## src/rtl/rxd_pkg.sv

```systemverilog
// Shared types and done-word field positions for the receive DMA sequencer.
// Assumes a 16-bit length field; other blocks decode the done word by these positions.
package rxd_pkg;
    typedef enum logic [2:0] {
        ST_IDLE,
        ST_BUFWAIT,
        ST_BEGIN,
        ST_COPY,
        ST_DONE
    } rxd_state_e;

    localparam int LEN_FLD_W    = 16;
    localparam int FLAG_W       = 6;
    localparam int BIT_COMPLETE = 16;
    localparam int BIT_MORE     = 17;
    localparam int BIT_BUSY     = 18;
    localparam int FLAG_LSB     = 19;
    localparam int DONE_W       = FLAG_LSB + FLAG_W;
endpackage

```

## src/rtl/rxd_ctx_fifo.sv

```systemverilog
// In-order queue of context indices awaiting service.
// Assumes each context is queued at most once, so NCTX entries never overflow.
module rxd_ctx_fifo #(
    parameter int NCTX = 4,
    localparam int CTX_W = $clog2(NCTX)
) (
    input  logic             clk,
    input  logic             rst_n,
    input  logic             push,
    input  logic [CTX_W-1:0] push_ctx,
    input  logic             pop,
    output logic [CTX_W-1:0] head,
    output logic [CTX_W:0]   count
);
    logic [CTX_W-1:0] mem_q [NCTX];
    logic [CTX_W-1:0] wr_q, rd_q;
    logic [CTX_W:0]   cnt_q;

    function automatic logic [CTX_W-1:0] bump(input logic [CTX_W-1:0] p);
        return (int'(p) == NCTX - 1) ? '0 : p + 1'b1;
    endfunction

    assign head  = mem_q[rd_q];
    assign count = cnt_q;

    // Pointer, count and storage update on push and pop.
    always_ff @(posedge clk) begin
        if (!rst_n) begin
            wr_q  <= '0;
            rd_q  <= '0;
            cnt_q <= '0;
            for (int i = 0; i < NCTX; i++) mem_q[i] <= '0;
        end else begin
            if (push) begin
                mem_q[wr_q] <= push_ctx;
                wr_q        <= bump(wr_q);
            end
            if (pop) rd_q <= bump(rd_q);
            cnt_q <= cnt_q + {{CTX_W{1'b0}}, push} - {{CTX_W{1'b0}}, pop};
        end
    end
endmodule

```

## src/rtl/rxd_pkt_store.sv

```systemverilog
// Metadata store of received packets (length and sideband flags per slot).
// Packets are handed out in arrival order but may be freed in any order.
// Assumes the caller takes only when take_avail and frees only occupied slots.
module rxd_pkt_store #(
    parameter int DEPTH  = 4,
    parameter int LEN_W  = 16,
    parameter int FLAG_W = 6,
    localparam int SLOT_W = $clog2(DEPTH)
) (
    input  logic              clk,
    input  logic              rst_n,
    input  logic              push_valid,
    input  logic [LEN_W-1:0]  push_len,
    input  logic [FLAG_W-1:0] push_flags,
    output logic              push_ready,
    input  logic              take_en,
    output logic              take_avail,
    output logic [SLOT_W-1:0] take_slot,
    output logic [LEN_W-1:0]  take_len,
    output logic [FLAG_W-1:0] take_flags,
    input  logic              free_en,
    input  logic [SLOT_W-1:0] free_slot,
    output logic              becomes_empty
);
    logic [LEN_W-1:0]  len_q   [DEPTH];
    logic [FLAG_W-1:0] flags_q [DEPTH];
    logic [DEPTH-1:0]  vld_q;
    logic [SLOT_W-1:0] tail_q, take_q;
    logic [SLOT_W:0]   n_untaken_q, n_valid_q;
    logic              push_fire;

    function automatic logic [SLOT_W-1:0] bump(input logic [SLOT_W-1:0] p);
        return (int'(p) == DEPTH - 1) ? '0 : p + 1'b1;
    endfunction

    // Handshake and hand-out view derived from the registered occupancy.
    always_comb begin
        push_ready    = !vld_q[tail_q];
        push_fire     = push_valid && push_ready;
        take_avail    = (n_untaken_q != '0);
        take_slot     = take_q;
        take_len      = len_q[take_q];
        take_flags    = flags_q[take_q];
        becomes_empty = free_en && (n_valid_q == 1) && !push_fire;
    end

    // Slot occupancy, metadata and pointer bookkeeping.
    always_ff @(posedge clk) begin
        if (!rst_n) begin
            vld_q       <= '0;
            tail_q      <= '0;
            take_q      <= '0;
            n_untaken_q <= '0;
            n_valid_q   <= '0;
            for (int i = 0; i < DEPTH; i++) begin
                len_q[i]   <= '0;
                flags_q[i] <= '0;
            end
        end else begin
            if (push_fire) begin
                vld_q[tail_q]   <= 1'b1;
                len_q[tail_q]   <= push_len;
                flags_q[tail_q] <= push_flags;
                tail_q          <= bump(tail_q);
            end
            if (free_en) vld_q[free_slot] <= 1'b0;
            if (take_en) take_q <= bump(take_q);
            n_untaken_q <= n_untaken_q + {{SLOT_W{1'b0}}, push_fire} - {{SLOT_W{1'b0}}, take_en};
            n_valid_q   <= n_valid_q + {{SLOT_W{1'b0}}, push_fire} - {{SLOT_W{1'b0}}, free_en};
        end
    end
endmodule

```

## src/rtl/rxd_lat_timer.sv

```systemverilog
// Completion model for the DMA write: done rises DELAY + ceil(len/64)*FACTOR
// cycles after start. Assumes start is not raised while a count is running.
module rxd_lat_timer #(
    parameter int LEN_W  = 16,
    parameter int CNT_W  = 24,
    parameter int DELAY  = 4,
    parameter int FACTOR = 2
) (
    input  logic             clk,
    input  logic             rst_n,
    input  logic             start,
    input  logic [LEN_W-1:0] len,
    output logic             done
);
    logic [CNT_W-1:0] cnt_q, load;
    logic [LEN_W:0]   blocks;
    logic             act_q;

    // Number of 64-byte blocks, rounded up, and the resulting wait.
    always_comb begin
        blocks = ({1'b0, len} + (LEN_W + 1)'(63)) >> 6;
        load   = CNT_W'(DELAY) + CNT_W'(blocks) * CNT_W'(FACTOR);
        done   = act_q && (cnt_q == '0);
    end

    // Count down from the load value; stop once done has been shown.
    always_ff @(posedge clk) begin
        if (!rst_n) begin
            act_q <= 1'b0;
            cnt_q <= '0;
        end else if (start) begin
            act_q <= 1'b1;
            cnt_q <= load;
        end else if (act_q) begin
            if (cnt_q == '0) act_q <= 1'b0;
            else             cnt_q <= cnt_q - 1'b1;
        end
    end
endmodule

```

## src/rtl/rx_dma_seq.sv

```systemverilog
// Receive DMA sequencer: serves queued contexts in order, copying packets (or
// pieces of them) from the packet store to host memory over a shared DMA port.
// Assumes dma_done (external mode) pulses only while dma_req is high and that
// the transmit engine raises tx_begin_wait while it waits to start a copy.
module rx_dma_seq #(
    parameter int NCTX       = 4,
    parameter int PKT_DEPTH  = 4,
    parameter int ADDR_W     = 32,
    parameter int LAT_MODEL  = 0,
    parameter int LAT_DELAY  = 4,
    parameter int LAT_FACTOR = 2,
    parameter int CNT_W      = 24,
    localparam int CTX_W     = $clog2(NCTX),
    localparam int SLOT_W    = $clog2(PKT_DEPTH),
    localparam int LEN_W     = rxd_pkg::LEN_FLD_W,
    localparam int FLAG_W    = rxd_pkg::FLAG_W,
    localparam int DONE_W    = rxd_pkg::DONE_W
) (
    input  logic              clk,
    input  logic              rst_n,
    input  logic              rx_enable,
    input  logic              desc_wr_valid,
    input  logic [CTX_W-1:0]  desc_wr_ctx,
    input  logic [ADDR_W-1:0] desc_wr_addr,
    input  logic [LEN_W-1:0]  desc_wr_len,
    output logic              desc_err,
    input  logic              pkt_push_valid,
    input  logic [LEN_W-1:0]  pkt_push_len,
    input  logic [FLAG_W-1:0] pkt_push_flags,
    output logic              pkt_push_ready,
    input  logic [CTX_W-1:0]  stat_rd_ctx,
    output logic [DONE_W-1:0] stat_rd_data,
    input  logic              dma_port_busy,
    output logic              dma_req,
    output logic [ADDR_W-1:0] dma_addr,
    output logic [LEN_W-1:0]  dma_len,
    output logic [SLOT_W-1:0] dma_slot,
    output logic [LEN_W-1:0]  dma_offset,
    input  logic              dma_done,
    input  logic              tx_begin_wait,
    output logic              rx_yield,
    output logic              ev_rx_dma,
    output logic              ev_rx_empty
);
    import rxd_pkg::*;

    rxd_state_e        state_q;
    logic [DONE_W-1:0] done_q    [NCTX];
    logic [ADDR_W-1:0] d_addr_q  [NCTX];
    logic [LEN_W-1:0]  d_len_q   [NCTX];
    logic [NCTX-1:0]   has_pkt_q;
    logic [SLOT_W-1:0] c_slot_q  [NCTX];
    logic [LEN_W-1:0]  c_off_q   [NCTX];
    logic [LEN_W-1:0]  c_rem_q   [NCTX];
    logic [FLAG_W-1:0] c_flags_q [NCTX];
    logic [ADDR_W-1:0] cur_addr_q;
    logic [LEN_W-1:0]  cur_len_q, cur_off_q;
    logic [SLOT_W-1:0] cur_slot_q;
    logic              yield_q, desc_err_q, ev_dma_q, ev_empty_q;

    logic [CTX_W-1:0]  q_head;
    logic [CTX_W:0]    q_count;
    logic              q_push, q_pop, wr_busy;
    logic              take_en, take_avail, free_en, becomes_empty;
    logic [SLOT_W-1:0] take_slot;
    logic [LEN_W-1:0]  take_len, xfer_len;
    logic [FLAG_W-1:0] take_flags;
    logic              start_copy, copy_done, piece_more;

    // Handshake decisions shared by the sequencer and its sub-blocks.
    always_comb begin
        wr_busy    = done_q[desc_wr_ctx][BIT_BUSY];
        q_push     = desc_wr_valid && !wr_busy;
        q_pop      = (state_q == ST_DONE);
        take_en    = (state_q == ST_BUFWAIT) && !has_pkt_q[q_head] && take_avail;
        xfer_len   = (d_len_q[q_head] < c_rem_q[q_head]) ? d_len_q[q_head] : c_rem_q[q_head];
        start_copy = (state_q == ST_BEGIN) && !dma_port_busy && !yield_q;
        piece_more = (c_rem_q[q_head] != cur_len_q);
        free_en    = (state_q == ST_DONE) && !piece_more;
    end

    rxd_ctx_fifo #(.NCTX(NCTX)) u_queue (
        .clk      (clk),
        .rst_n    (rst_n),
        .push     (q_push),
        .push_ctx (desc_wr_ctx),
        .pop      (q_pop),
        .head     (q_head),
        .count    (q_count)
    );

    rxd_pkt_store #(.DEPTH(PKT_DEPTH), .LEN_W(LEN_W), .FLAG_W(FLAG_W)) u_store (
        .clk           (clk),
        .rst_n         (rst_n),
        .push_valid    (pkt_push_valid),
        .push_len      (pkt_push_len),
        .push_flags    (pkt_push_flags),
        .push_ready    (pkt_push_ready),
        .take_en       (take_en),
        .take_avail    (take_avail),
        .take_slot     (take_slot),
        .take_len      (take_len),
        .take_flags    (take_flags),
        .free_en       (free_en),
        .free_slot     (c_slot_q[q_head]),
        .becomes_empty (becomes_empty)
    );

    generate
        if (LAT_MODEL != 0) begin : g_lat
            rxd_lat_timer #(
                .LEN_W(LEN_W), .CNT_W(CNT_W), .DELAY(LAT_DELAY), .FACTOR(LAT_FACTOR)
            ) u_timer (
                .clk   (clk),
                .rst_n (rst_n),
                .start (start_copy),
                .len   (xfer_len),
                .done  (copy_done)
            );
        end else begin : g_ext
            assign copy_done = dma_done;
        end
    endgenerate

    // Sequencer state, per-context registers and event pulses.
    always_ff @(posedge clk) begin
        if (!rst_n) begin
            state_q    <= ST_IDLE;
            yield_q    <= 1'b0;
            desc_err_q <= 1'b0;
            ev_dma_q   <= 1'b0;
            ev_empty_q <= 1'b0;
            cur_addr_q <= '0;
            cur_len_q  <= '0;
            cur_off_q  <= '0;
            cur_slot_q <= '0;
            has_pkt_q  <= '0;
            for (int i = 0; i < NCTX; i++) begin
                done_q[i]    <= '0;
                d_addr_q[i]  <= '0;
                d_len_q[i]   <= '0;
                c_slot_q[i]  <= '0;
                c_off_q[i]   <= '0;
                c_rem_q[i]   <= '0;
                c_flags_q[i] <= '0;
            end
        end else begin
            desc_err_q <= desc_wr_valid && wr_busy;
            ev_dma_q   <= 1'b0;
            ev_empty_q <= 1'b0;
            if (q_push) begin
                done_q[desc_wr_ctx]   <= DONE_W'(1) << BIT_BUSY;
                d_addr_q[desc_wr_ctx] <= desc_wr_addr;
                d_len_q[desc_wr_ctx]  <= desc_wr_len;
            end
            if (state_q == ST_DONE && tx_begin_wait) yield_q <= 1'b1;
            else if (!tx_begin_wait)                yield_q <= 1'b0;
            case (state_q)
                ST_IDLE: begin
                    if (q_count != '0 && rx_enable) state_q <= ST_BUFWAIT;
                end
                ST_BUFWAIT: begin
                    if (has_pkt_q[q_head]) begin
                        state_q <= ST_BEGIN;
                    end else if (take_avail) begin
                        has_pkt_q[q_head] <= 1'b1;
                        c_slot_q[q_head]  <= take_slot;
                        c_off_q[q_head]   <= '0;
                        c_rem_q[q_head]   <= take_len;
                        c_flags_q[q_head] <= take_flags;
                        state_q           <= ST_BEGIN;
                    end
                end
                ST_BEGIN: begin
                    if (start_copy) begin
                        cur_addr_q <= d_addr_q[q_head];
                        cur_len_q  <= xfer_len;
                        cur_off_q  <= c_off_q[q_head];
                        cur_slot_q <= c_slot_q[q_head];
                        state_q    <= ST_COPY;
                    end
                end
                ST_COPY: begin
                    if (copy_done) state_q <= ST_DONE;
                end
                ST_DONE: begin
                    done_q[q_head] <= {c_flags_q[q_head], 1'b0, piece_more, 1'b1, cur_len_q};
                    if (piece_more) begin
                        c_off_q[q_head] <= c_off_q[q_head] + cur_len_q;
                        c_rem_q[q_head] <= c_rem_q[q_head] - cur_len_q;
                    end else begin
                        has_pkt_q[q_head] <= 1'b0;
                    end
                    ev_dma_q   <= 1'b1;
                    ev_empty_q <= becomes_empty;
                    state_q    <= (q_count > 1 || q_push) ? ST_BUFWAIT : ST_IDLE;
                end
                default: state_q <= ST_IDLE;
            endcase
        end
    end

    // Port view of the registered state.
    always_comb begin
        stat_rd_data = done_q[stat_rd_ctx];
        dma_req      = (state_q == ST_COPY);
        dma_addr     = cur_addr_q;
        dma_len      = cur_len_q;
        dma_slot     = cur_slot_q;
        dma_offset   = cur_off_q;
        desc_err     = desc_err_q;
        rx_yield     = yield_q;
        ev_rx_dma    = ev_dma_q;
        ev_rx_empty  = ev_empty_q;
    end
endmodule

```

## config.mk

```make
export PLATFORM = sky130hd
export DESIGN_NAME = rx_dma_seq
export DESIGN_NICKNAME = d
export VERILOG_FILES = /design/src/rtl/rxd_pkg.sv /design/src/rtl/rxd_ctx_fifo.sv /design/src/rtl/rxd_pkt_store.sv /design/src/rtl/rxd_lat_timer.sv /design/src/rtl/rx_dma_seq.sv
export SDC_FILE = /design/constraint.sdc
export NUM_CORES = 1
export LEC_CHECK = 0
export CORE_AREA = 2 2 333 170
export CTS_CLUSTER_SIZE = 16
export DETAILED_ROUTE_END_ITERATION = 10
export DIE_AREA = 0 0 335 172
export PLACE_DENSITY_LB_ADDON = 0.15
export SLEW_MARGIN = 10
export SYNTH_ARGS = -nofsm -noshare
export SYNTH_HDL_FRONTEND = slang
export SYNTH_SLANG_ARGS = --single-unit
export TNS_END_PERCENT = 10
```

## constraint.sdc

```tcl
create_clock -name clk -period 6.2 [get_ports clk]
set_input_delay 1.24 -clock clk [delete_from_list [all_inputs] [get_ports clk]]
set_output_delay 1.24 -clock clk [all_outputs]
set_load 0.03 [all_outputs]
```

==> reports/metrics.csv <==
metric;value;unit
status;completed;
r2r_slack;0.57;ns
grt_max_degree;97;
drt-met1-wl;34200;um
ctsResizeCount;0;
synth_cell_types;73;
route.met2.wl;32300;um
cpPeakStageDelay;0.90;ns
p_leak;12.6;nW
postCtsSetupRepairBufs;0;
yosysMostFrequentCell;edfxtp_1;
drv_cap;0;
yosysSeqAreaShare;62.9;%
drt_iter0_markers;2039;
start_util;53.4;%
vdd_ir_drop_max;0.207;mV
coreArea;54800;um^2
dp_hpwl;49000;um
cellPowerDensity;310;nW/um^2
crit_cells;18;
max_slew.worst_pin.slew;1.17;ns
endpoint;u_store.n_valid_q[2];
cp_top_family;simple AND/OR/NAND/NOR gates;
crit_required;6.66;ns
worstSetupEndpointType;register;
hold_depth;2;
grt_antenna_before_repair;0;
min_period;5.63;ns
antenna_left;0;
mappedNetlistNets;2305;
routedWlPerCell;24.2;um
synth-async-reset-ratio;0;%
wl_met3;7180;um
rows;61;
ys_warn_count;0;
hp-class;reg2reg;
cts_tree;built;
synthCells;2160;
n_fill_cell;4244;
place_congestion;0.960;
fin_hold_ws;0.454;ns
grt.overflow.total;0;
synth_seq_cells;650;
clk_pin_slew_worst_paths;0.06;ns
io_pins;179;
max_slew_margin;21.9;%
cts_buffer_depth;3;
clk_latency;0.62;ns
dieArea;57600;um^2
portBuffers;178;
rr_endpoint;u_store.n_valid_q[2];
grt_pass1_wl;113000;um
area_growth;15.0;%
synth_top_cell_by_area;edfxtp_1;
clockRootBuffer;clkbuf_16;
hold_buffers;0;
yosys-top-cells-area;edfxtp_1 55%, mux4_2 10%, dfxtp_1 7.5%, and2_1 4.9%, ha_1 2.5%;
power.total;10.4;mW
cpMaxStageDelayCell;mux4_4;
synth_top_area_share;55.4;%
crit_path_max_fanout;18;
drive_gt1_share;12.9;%
arrival;6.09;ns
fin_skew;0.0182;ns
setup_viol;0;
cts_buffers;57;
cpMostUsedCell;inv_1;
cp_num_buf_inv;4;
drtPass1Iterations;5;
r2r_cells;18;
drv_slew;0;
synth-edff-count;540;
fmax;0.178;GHz
vias;18400;
grt_usage;26.4;%
synthFlopType;edfxtp_1;
drc;0;
tns;0;ns
top_layer;met4;
path_cells;mux4_4 > mux4_2 > ha_1 > and4_1 > nand3_1 > or4_1 > inv_1 > and3_1 > nand2_1 > inv_1 > ha_1 > inv_1 > ha_1 > inv_1 > fa_1 > xor2_1 > xnor2_1 > nor2_1;
finalHoldViolations;0;
die_y;172;um
rsz0062_at_grt;false;
fp.dieW;335;um
routed_wl;74700;um
synth_commonest_cells;540 x edfxtp_1, 227 x and2_1, 156 x nand2_1, 153 x nor2_1, 130 x mux4_2;
clock-sinks;650;
cts_max_level;2;
nets;2458;
grt_pass1_vias;17900;
num_antenna_cells;0;
syn_area_per_cell;13.6;um^2
post-route-period-util;90.8;%
via_per_inst;5.96;
syn_area;29300;um^2
crit_path_start_kind;register;
critical_path_class;reg2reg;
==> registers in the layout, summed over array words and instances (netlist names), 24 cells and up, named ones only <==
name / cells
c_flags_q: 24
u_store.flags_q: 24
d_len_q: 64
c_off_q: 64
d_addr_q: 128
done_q: 100
dma_addr: 32
u_store.len_q: 64
c_rem_q: 64
==> report_power, final <==
group | internal, mW | leakage (nW) | total [mW] | switching [mW]
combinational | 0.677 | 5.20 | 1.81 | 1.13
clock | 1.95 | 0.883 | 3.53 | 1.58
sequential | 4.98 | 6.51 | 5.10 | 0.119
==> cells by family after synthesis <==
logic type	count (synthesis)	share of synthesized area, %
mux	161	11.1
xor+xnor	32	0.983
compound gates	229	4.95
simple gates	799	14.0
buf+inv	226	3.19
fa+ha+maj	63	2.82
flops	650	62.9
==> area by class of cell <==
class,count,area [um^2],share of cell area (%)
clock buffer,89,1610,4.78
tap,724,906,2.69
multi-input combinational,1284,9990,29.7
sequential,650,18400,54.7
timing repair buffer,229,2200,6.55
clock inverter,18,201,0.598
inverter,91,342,1.01
==> per-stage QoR <==
step                area [um^2]  instances  utilization (%)  setup slack (ns)
global placement          31900       2978             58.1             0.805
finish                    33700       3085             61.4             0.573
floorplan                 29300       2160                -             0.894
CTS                       33700       3085             61.4             0.603
global route              33700       3085             61.4             0.374
detailed placement        31900       2978             58.1             0.656
==> cell usage in the layout (no fill, tap or decap), types with 91 or more instances in the layout <==
master | netlist | routed
mux4_2 | 130 | 128
and3_1 | 112 | 112
nor2_1 | 153 | 148
and2_1 | 227 | 227
dfxtp_1 | 110 | 110
nor3_1 | 92 | 91
edfxtp_1 | 540 | 540
clkdlybuf4s50_1 | 0 | 176
nand2_1 | 156 | 151
a21oi_1 | 106 | 106
==> worst reg2reg max path, cell delays in order, from the launching register on <==
cell and delay, ns:
dfxtp_1 0.42, mux4_4 0.90, mux4_2 0.58, ha_1 0.43, and4_1 0.28, nand3_1 0.17
or4_1 0.72, inv_1 0.12, and3_1 0.26, nand2_1 0.17, inv_1 0.12, ha_1 0.23
inv_1 0.06, ha_1 0.13, inv_1 0.05, fa_1 0.41, xor2_1 0.22, xnor2_1 0.16
nor2_1 0.06
==> metal layers <==
metal,global-route usage [%],vias to the layer above
met1,41.0,9311
met5,0,-
li1,-,8241
met2,38.6,752
met4,4.58,0
met3,5.60,84
==> how the worst min path moves through the flow <==
stage,end,start
global placement,dma_addr[22],dma_addr[22]
finish,dma_addr[0],dma_addr[0]
detailed placement,dma_offset[7],dma_offset[7]
CTS,dma_offset[7],dma_offset[7]
floorplan,done_q[2][18],done_q[2][18]
global route,dma_addr[14],dma_addr[14]
Note: power is estimated with default switching activity, not from simulation.
